--- src/rtl/tri_avg_pkg.sv ---
package tri_avg_pkg;
  localparam int SHIFT_W = 3;
  localparam logic [2:0] RANGE_WIDE   = 3'b100;
  localparam logic [2:0] RANGE_MID    = 3'b010;
  localparam logic [2:0] RANGE_NARROW = 3'b001;

  // strobes and settings handed from control to datapath each cycle
  typedef struct packed {
    logic               flush;
    logic [SHIFT_W-1:0] shift;
  } avg_cfg_t;
endpackage

--- src/rtl/tri_avg_ctrl.sv ---
module tri_avg_ctrl
  import tri_avg_pkg::*;
#(
  parameter int LOG_MAX        = 6,
  parameter int MID_MIN_LOG    = 2,
  parameter int NARROW_MIN_LOG = 4
) (
  input  logic               clk,
  input  logic               rstN,
  input  logic [SHIFT_W-1:0] tapLog,
  input  logic [2:0]         rangeSel,
  output avg_cfg_t           cfg
);
  localparam logic [SHIFT_W-1:0] CAP_LOG   = SHIFT_W'(LOG_MAX);
  localparam logic [SHIFT_W-1:0] MID_LOG   = SHIFT_W'(MID_MIN_LOG);
  localparam logic [SHIFT_W-1:0] NARROW_LOG = SHIFT_W'(NARROW_MIN_LOG);

  logic [SHIFT_W-1:0] tapReg;
  logic [2:0]         rangeReg;
  logic [SHIFT_W-1:0] cappedLog;
  logic [SHIFT_W-1:0] floorLog;

  always_comb begin
    cappedLog = (tapLog > CAP_LOG) ? CAP_LOG : tapLog;
    case (rangeSel)
      RANGE_MID:    floorLog = MID_LOG;
      RANGE_NARROW: floorLog = NARROW_LOG;
      default:      floorLog = '0;
    endcase
    cfg.shift = (cappedLog < floorLog) ? floorLog : cappedLog;
    cfg.flush = (tapLog != tapReg) || (rangeSel != rangeReg);
  end

  always_ff @(posedge clk) begin
    if (!rstN) begin
      tapReg   <= '0;
      rangeReg <= RANGE_WIDE;
    end else begin
      tapReg   <= tapLog;
      rangeReg <= rangeSel;
    end
  end

  assert_mid_floor_R5: assert property (@(posedge clk) disable iff (!rstN)
    (rangeSel == RANGE_MID) |-> (cfg.shift >= MID_LOG));
  assert_narrow_floor_R5: assert property (@(posedge clk) disable iff (!rstN)
    (rangeSel == RANGE_NARROW) |-> (cfg.shift >= NARROW_LOG));
  assert_cap_R6: assert property (@(posedge clk) disable iff (!rstN)
    cfg.shift <= CAP_LOG);
  // a held setting never raises a clear on the next cycle
  assert_no_spurious_flush_R7: assert property (@(posedge clk) disable iff (!rstN)
    ($stable(tapLog) && $stable(rangeSel) && $past(rstN)) |-> !cfg.flush);
endmodule

--- src/rtl/tri_avg_stage.sv ---
module tri_avg_stage
  import tri_avg_pkg::*;
#(
  parameter int DATA_W  = 14,
  parameter int LOG_MAX = 6
) (
  input  logic                     clk,
  input  logic                     rstN,
  input  avg_cfg_t                 cfg,
  input  logic                     inValid,
  input  logic signed [DATA_W-1:0] inData,
  output logic                     outValid,
  output logic signed [DATA_W-1:0] outData
);
  localparam int DEPTH = 1 << LOG_MAX;
  localparam int PTR_W = LOG_MAX;
  localparam int SUM_W = DATA_W + LOG_MAX + 1;

  logic signed [DATA_W-1:0] hist [DEPTH];
  logic [PTR_W-1:0]         wrPtr;
  logic signed [SUM_W-1:0]  sumQ;

  logic [PTR_W-1:0]         basePtr;
  logic [PTR_W-1:0]         rdIdx;
  logic signed [DATA_W-1:0] oldest;
  logic signed [SUM_W-1:0]  nextSum;
  logic signed [SUM_W-1:0]  avg;

  always_comb begin
    basePtr = cfg.flush ? '0 : wrPtr;
    // taps modulo DEPTH: a full ring reads the slot about to be overwritten
    rdIdx   = basePtr - PTR_W'((PTR_W+1)'(1) << cfg.shift);
    oldest  = cfg.flush ? '0 : hist[rdIdx];
    nextSum = (cfg.flush ? '0 : sumQ) + SUM_W'(inData) - SUM_W'(oldest);
    avg     = nextSum >>> cfg.shift;
  end

  always_ff @(posedge clk) begin
    if (!rstN) begin
      wrPtr    <= '0;
      sumQ     <= '0;
      outValid <= 1'b0;
      outData  <= '0;
      for (int i = 0; i < DEPTH; i++) hist[i] <= '0;
    end else begin
      outValid <= inValid;
      if (cfg.flush) begin
        for (int i = 0; i < DEPTH; i++) hist[i] <= '0;
        wrPtr <= '0;
        sumQ  <= '0;
      end
      if (inValid) begin
        hist[basePtr] <= inData;
        wrPtr         <= basePtr + 1'b1;
        sumQ          <= nextSum;
        outData       <= avg[DATA_W-1:0];
      end
    end
  end

  assert_passthrough_R4: assert property (@(posedge clk) disable iff (!rstN)
    (inValid && cfg.shift == '0) |=> (outData == $past(inData)));
  assert_flush_clear_R7: assert property (@(posedge clk) disable iff (!rstN)
    (cfg.flush && !inValid) |=> (sumQ == '0));
  assert_hold_R8: assert property (@(posedge clk) disable iff (!rstN)
    !inValid |=> $stable(outData));
  assert_no_overflow_R9: assert property (@(posedge clk) disable iff (!rstN)
    inValid |-> ((&avg[SUM_W-1:DATA_W-1]) || !(|avg[SUM_W-1:DATA_W-1])));
endmodule

--- src/rtl/tri_avg_datapath.sv ---
module tri_avg_datapath
  import tri_avg_pkg::*;
#(
  parameter int DATA_W  = 14,
  parameter int LOG_MAX = 6,
  parameter int STAGES  = 2
) (
  input  logic                     clk,
  input  logic                     rstN,
  input  avg_cfg_t                 cfg,
  input  logic                     inValid,
  input  logic signed [DATA_W-1:0] inSample,
  output logic                     outValid,
  output logic signed [DATA_W-1:0] outSample
);
  logic                     chainValid [STAGES+1];
  logic signed [DATA_W-1:0] chainData  [STAGES+1];

  assign chainValid[0] = inValid;
  assign chainData[0]  = inSample;

  for (genvar g = 0; g < STAGES; g++) begin : gStage
    tri_avg_stage #(.DATA_W(DATA_W), .LOG_MAX(LOG_MAX)) uStage (
      .clk     (clk),
      .rstN    (rstN),
      .cfg     (cfg),
      .inValid (chainValid[g]),
      .inData  (chainData[g]),
      .outValid(chainValid[g+1]),
      .outData (chainData[g+1])
    );
  end

  assign outValid  = chainValid[STAGES];
  assign outSample = chainData[STAGES];

  assert_latency_R2: assert property (@(posedge clk) disable iff (!rstN)
    inValid |=> ##(STAGES-1) outValid);
  assert_no_extra_valid_R2: assert property (@(posedge clk) disable iff (!rstN)
    !inValid |=> ##(STAGES-1) !outValid);
endmodule

--- src/rtl/tri_avg_filter.sv ---
module tri_avg_filter
  import tri_avg_pkg::*;
#(
  parameter int DATA_W  = 14,
  parameter int LOG_MAX = 6
) (
  input  logic                     clk,
  input  logic                     rstN,
  input  logic                     inValid,
  input  logic signed [DATA_W-1:0] inSample,
  input  logic [SHIFT_W-1:0]       tapLog,
  input  logic [2:0]               rangeSel,
  output logic                     outValid,
  output logic signed [DATA_W-1:0] outSample
);
  avg_cfg_t cfg;

  tri_avg_ctrl #(.LOG_MAX(LOG_MAX)) uCtrl (
    .clk     (clk),
    .rstN    (rstN),
    .tapLog  (tapLog),
    .rangeSel(rangeSel),
    .cfg     (cfg)
  );

  tri_avg_datapath #(.DATA_W(DATA_W), .LOG_MAX(LOG_MAX), .STAGES(2)) uData (
    .clk      (clk),
    .rstN     (rstN),
    .cfg      (cfg),
    .inValid  (inValid),
    .inSample (inSample),
    .outValid (outValid),
    .outSample(outSample)
  );
endmodule

--- config.mk ---
export PLATFORM = sky130hd
export DESIGN_NAME = tri_avg_filter
export DESIGN_NICKNAME = d
export VERILOG_FILES = /design/src/rtl/tri_avg_pkg.sv /design/src/rtl/tri_avg_ctrl.sv /design/src/rtl/tri_avg_stage.sv /design/src/rtl/tri_avg_datapath.sv /design/src/rtl/tri_avg_filter.sv
export SDC_FILE = /design/constraint.sdc
export NUM_CORES = 2
export LEC_CHECK = 0
export ABC_AREA = 1
export BUFFER_PORTS_ARGS = -buffer_cell sky130_fd_sc_hd__buf_2
export CAP_MARGIN = 20
export CORE_UTILIZATION = 55
export DETAILED_ROUTE_END_ITERATION = 8
export PLACE_DENSITY = 0.8
export SYNTH_ARGS = -nofsm -noshare
export SYNTH_HDL_FRONTEND = slang
export SYNTH_SLANG_ARGS = --single-unit
--- constraint.sdc ---
create_clock -name clk -period 8.3 [get_ports clk]
set_input_delay 1.66 -clock clk [delete_from_list [all_inputs] [get_ports clk]]
set_output_delay 1.66 -clock clk [all_outputs]
set_load 0.02 [all_outputs]
; Yosys cells after proc, flatten, opt, wreduce, memory -nomap -nowiden
; Memories as Yosys holds them, arrays and structs flattened.
; Index checks and enable logic that the tools add are counted.
[totals]
ramBits = 1792
output_inout_bits = 15
mem_count = 2
in_bits = 23
reg_bits = 90
[classes]
bitwise_logic = 128
shifts = 3
n_lt_le_gt_ge = 2
addsub = 8
reduce_logical = 1
eq_ne = 4
muxes = 151
[memory_table]
columns = name, words, word_bits, rd, rd_clocked_by_memory_dff, write_ports, line
row1 = uData.gStage[0].uStage.hist, 64, 14, 1, 0, 65, tri_avg_stage.sv:19  ; logic signed [DATA_W-1:0] hist [DEPTH];
row2 = uData.gStage[1].uStage.hist, 64, 14, 1, 0, 65, tri_avg_stage.sv:19
[op_table]
columns = op, count
row1 = $mux W14, 130
row2 = $or A1 B1 Y1, 128
row3 = $mux W21, 4
row4 = $add A21 B21 Y21, 2
row5 = $sshr A21 B3 Y14, 2
row6 = $sub A21 B21 Y21, 2
row7 = $mux W6, 4
row8 = $add A6 B1 Y6 const B, 2
row9 = $sub A6 B6 Y6, 2
row10 = $mux W1, 10
row11 = $mux W3, 2
row12 = $ne A3 B3 Y1, 2
row13 = $pmux W3 S2, 1
row14 = $shl A1 B3 Y6 const A, 1
row15 = $eq A3 B1 Y1 const B, 1
row16 = $eq A3 B2 Y1 const B, 1
row17 = $gt A3 B3 Y1 const B, 1
row18 = $lt A3 B3 Y1, 1
row19 = $logic_or A1 B1 Y1, 1

; Depth between registers and ports, before layout
; An unclocked memory read counts as a cell.
[logic_depth]
depth_word = 10
mapped_depth = 46
mapped_depth_nobuf = 44

; By module
; Synthesis repeated with hierarchy kept, for this count alone.
[hier_totals]
cells_unflattened = 8792
area_unflattened_um2 = 87594.0
[modules_own_cells]
columns = module, cells_each, instances, area_each_um2
row1 = tri_avg_stage (uData.gStage[1].uStage), 4372, 1, 43661.9
row2 = tri_avg_stage (uData.gStage[0].uStage), 4373, 1, 43598.1
row3 = tri_avg_ctrl, 47, 1, 334.1

; Worst setup path after synthesis
; OpenSTA, ideal clock, no wires.
[synth_path]
path_kind = input -> register
startpoint = in rangeSel[2]
endpoint = reg uData.gStage[1].uStage.outData[3]
path_buffers = 5
setup_time_ns = 0.071
t_required_ns = 8.229
arrival_ns = 7.922
stages = 39
path_slack_ns = 0.307
path_cell_list = inv_1 -> nand3_1 -> ha_1 -> nand2_1 -> nand2_1 -> nand2_1 -> clkbuf_1 -> inv_1 -> clkbuf_1 -> nor2_1 -> inv_1 -> nor2_1 -> ha_1 -> fa_1 -> inv_1 -> clkbuf_1 -> clkbuf_1 -> clkbuf_1 -> (+3 left out) -> a211oi_1 -> nor2_1 -> a211oi_1 -> fa_1 -> inv_1 -> ha_1 -> a21oi_1 -> nand2_1 -> a21oi_1 -> o21ai_0 -> a21boi_0 -> xor2_1 -> nand2_1 -> nand3_1 -> nand2_1 -> nor2_1 -> o21ai_0 -> a21oi_1
[synth_via]
elab_chain_cells = 10
word_cells_on_any_way = 16
cone_classes = 3 x add/sub / 1 x order compare / 3 x eq/ne / 2 x shift / 5 x mux / 1 x reduce/logical / 1 x memory
[synth_lines]
columns = item, line
row1 = "start, declared", tri_avg_filter.sv:12  ; input logic [2:0] rangeSel,
row2 = $eq A3 B1 Y1 or $eq A3 B2 Y1 (tied branches), tri_avg_ctrl.sv:25  ; case (rangeSel)
row3 = $pmux W3 S2, tri_avg_ctrl.sv:25
row4 = $lt A3 B3 Y1, tri_avg_ctrl.sv:30  ; cfg.shift = (cappedLog < floorLog) ? floorLog : cappedLog;
row5 = $mux W3, tri_avg_ctrl.sv:30
row6 = $shl A1 B3 Y6, tri_avg_stage.sv:32  ; rdIdx = basePtr - PTR_W'((PTR_W+1)'(1) << cfg.shift);
row7 = $sub A6 B6 Y6, tri_avg_stage.sv:32
row8 = $mem_v2 Z64 W14, n/a
row9 = $mux W14, tri_avg_stage.sv:33  ; oldest = cfg.flush ? '0 : hist[rdIdx];
row10 = $sub A21 B21 Y21, tri_avg_stage.sv:34  ; nextSum = (cfg.flush ? '0 : sumQ) + SUM_W'(inData) - SUM_W'(oldest);
row11 = $sshr A21 B3 Y14 *, tri_avg_stage.sv:35  ; avg = nextSum >>> cfg.shift;
row12 = "end signal, assigned", tri_avg_stage.sv:56  ; outData <= avg[DATA_W-1:0];
row13 = "end, declared", tri_avg_stage.sv:13  ; output logic signed [DATA_W-1:0] outData
; Mark *: on every way between the ends. The rest lies on a longest branch, timed or not.
; A chain may end at the register's enable or synchronous reset.

; Worst setup path in the final report
[layout_path]
startpoint = in rangeSel[2]
endpoint = reg uData.gStage[1].uStage.outData[10]
; The elaborated chain is that of the path after synthesis.

==> flow_summary.json <==
{
  "drive_above_1_share_pct": 12.4,
  "wirelength_um": 273000,
  "hold_buffers": 0,
  "r2r-end": "uData.gStage[1].uStage.outData[10]",
  "cpMaxStageDelayCell": "fa_4",
  "r2r_start": "uCtrl.tapReg[0]",
  "grt.total_usage_pct": 33.4,
  "antenna_found_initial": 7,
  "min_from": "uData.gStage[0].uStage.outData[12]",
  "initial_core_util_pct": 55.6,
  "end_kind": "flop",
  "pin_count": 38,
  "syn_to_final_growth_pct": 14.1,
  "clock_skew_ns": 0.0447,
  "p_per_area_mw_per_mm2": 231,
  "mostFrequentLayoutCells": "1916 x nor2_1, 1792 x edfxtp_1, 1705 x nand2_1",
  "yosysSeqAreaShare_pct": 63.8,
  "drv_cap": 0,
  "period_share_pct": 97.1,
  "syn_avg_cell_area_um2": 10.0,
  "clock_latency_ns": 0.86,
  "ant_nets": 0,
  "cts-root-buf": "clkbuf_16",
  "numCtsBuffers": 186,
  "die_area_mm2": 0.160,
  "place_congestion": 0.990,
  "h-tree-depth": 4,
  "cp.required_ns": 9.01,
  "drv_slew": 0,
  "cp_max_fo": 16,
  "violations": "DRC",
  "cts_buffer_depth": 3,
  "start_kind": "input pin",
  "synth_fp_nets": 8811,
  "dp_worst_setup_slack_ns": -0.772,
  "finalHoldViolations": 0,
  "fmax_mhz": 124,
  "power.leakage_uw": 0.0395,
  "final_common_cell": "nor2_1",
  "min_to": "uData.gStage[0].uStage.outData[12]",
  "ir_drop_mv": 0.191,
  "grt_pass1_wl_um": 402000,
  "num_rows": 145,
  "setup_violations": 0,
  "final_cells": 11000,
  "via_per_inst": 6.40,
  "slew_headroom_pct": 7.24,
  "synth_cell_types": 49,
  "r2r_slack_ns": 1.17,
  "min_period_ns": 8.06,
  "clock_sinks": 1882,
  "grt_max_degree": 82,
  "coreArea_mm2": 0.157,
  "io_buffers": 37,
  "synth_edf_count": 1792,
  "slowest_delay_ns": 0.99,
  "dpl.hpwl_um": 168000,
  "async_flop_share_pct": 0,
  "syn_area_mm2": 0.0871,
  "synthCells": 8689,
  "cts_tree": "built",
  "critPathArrivalTime_ns": 8.77,
  "grt_pass1_vias": 67400,
  "wl_per_cell_um": 24.7,
  "hold_class": "flop to flop",
  "rsz0062_at_grt": "yes",
  "critical_path_class": "input pin to flop",
  "die_h_um": 400,
  "status": "finished with violations",
  "ys_ff_latch": 1882,
  "placed_cells": 10700,
  "die_w_um": 400,
  "ys_warn_count": 0,
  "vias": 70500,
  "worst_hold_path.num_cells": 2,
  "firstDrtPassIters": 9,
  "grt_overflow_total": 0,
  "post-route-drc-count": 45,
  "worst_slack_ns": 0.240,
  "worst_pin_slew_ns": 1.39,
  "ff2ff_path_depth": 38,
  "drt_iter0_markers": 11500,
  "path_clk_slew_ns": 0.06,
  "nets": 8932,
  "synth_ff_type": "edfxtp_1"
}
worst max-delay path: cells and delay by family:
family | cells | cell delay (ns)
AO/OA/AOI/OAI | 10 | 1.85
XOR/XNOR | 1 | 0.26
adder cells (fa/ha/maj) | 4 | 2.13
buffers and inverters | 11 | 1.43
multiplexers | 1 | 0.13
AND/OR/NAND/NOR | 12 | 1.24
flip-flops by register name, summed over array words and instances, names as in the netlist:
| register | cells |
|---|---|
| uData.gStage.uStage.hist | 1792 |
| uData.gStage.uStage.outData | 28 |
| uData.gStage.uStage.wrPtr | 12 |
| uData.gStage.uStage.sumQ | 42 |
| uCtrl.rangeReg | 3 |
| uCtrl.tapReg | 3 |
| uData.gStage.uStage.outValid | 2 |
cell type report:
type / count / area (µm²)
diodes: 5 / 12.5
well taps: 2058 / 2570
repair buffers: 707 / 6160
repair inverters: 1 / 8.76
inverters: 236 / 931
fillers: 11800 / 57300
clock inverters: 110 / 1240
clock buffers: 230 / 4920
flip-flops and latches: 1882 / 55600
multi-input cells: 5796 / 28000
worst max path at each step:
stage	from	endpoint	slack, ns	depth (start not counted)
floorplan	rangeSel[2]	uData.gStage[1].uStage.outData[3]	0.31	39
global placement	rangeSel[2]	uData.gStage[0].uStage.outData[13]	-0.74	39
detailed placement	rangeSel[2]	uData.gStage[1].uStage.outData[7]	-0.77	39
CTS	rangeSel[2]	uData.gStage[0].uStage.outData[13]	0.05	39
global route	rangeSel[2]	uData.gStage[1].uStage.outData[11]	-0.05	40
finish	rangeSel[2]	uData.gStage[1].uStage.outData[10]	0.24	39
logic make-up after synthesis:
| family | share of synthesized area [%] |
|---|---|
| fa+ha+maj | 1.78 |
| buf+inv | 4.49 |
| mux | 0.0115 |
| xor+xnor | 0.422 |
| simple gates | 18.4 |
| compound gates | 11.1 |
| flops | 63.8 |
cells in the mapped netlist (3+ instances only):
cell type	n	area (µm²)
o211ai_1	34	255
edfxtp_1	1792	53800
nand4_1	7	43.8
a31oi_1	4	25.0
nor2_2	8	50.1
clkbuf_1	684	2570
o22ai_1	32	200
clkinv_1	4	15.0
dfxtp_1	90	1800
nor3_1	76	380
inv_2	7	26.3
nor2_4	4	45.0
nor3_2	11	110
a32oi_1	26	228
nand2_1	1706	6400
o21ai_0	174	871
nand3_1	317	1590
xnor2_1	15	131
buf_2	50	250
o21bai_1	4	30.0
o31ai_1	4	30.0
a221oi_1	339	2970
o221ai_1	3	26.3
a311oi_1	13	114
buf_1	26	97.6
a21oi_1	888	4440
buf_4	15	113
a211oi_1	51	383
xor2_1	27	236
inv_1	224	841
nor2_1	1924	7220
a21o_1	6	45.0
fa_1	42	841
nand3b_1	3	22.5
or2_2	6	37.5
ha_1	57	713
what timing repair did:
action	4_1_cts	5_1_grt
gates resized for setup	0	64
endpoints found under the setup margin	0	44
setup buffers	0	1
routing by layer:
| layer | up-vias | wire [µm] | track usage (%) |
|---|---|---|---|
| met2 | 5513 | 122000 | 50.7 |
| li1 | 30500 | - | - |
| met3 | 1024 | 40700 | 10.4 |
| met5 | - | 100 | 0 |
| met1 | 33500 | 95000 | 43.5 |
| met4 | 12 | 15200 | 16.9 |
stage by stage:
step	hold WS [ns]	total power (µW)	util, %	TNS (ns)	area (µm²)
after floorplan	0.426	12500	-	0	87100
after global placement	0.461	14300	59.3	-20.72	92900
after detailed placement	0.461	14300	59.3	-23.22	92900
after CTS	0.472	22700	63.2	0	99100
after global routing	0.505	23500	63.4	-0.157	99400
final	0.473	23000	63.4	0	99400
power breakdown:
| part | internal (µW) | total [µW] | switching (µW) | leakage, µW |
|---|---|---|---|---|
| sequential | 10400 | 10400 | 51.6 | 0.0228 |
| clock | 4890 | 8630 | 3740 | 0.00300 |
| combinational | 1330 | 3930 | 2600 | 0.0137 |
| total | 16600 | 23000 | 6390 | 0.0395 |
No activity file was read; power rests on OpenSTA's default activity.
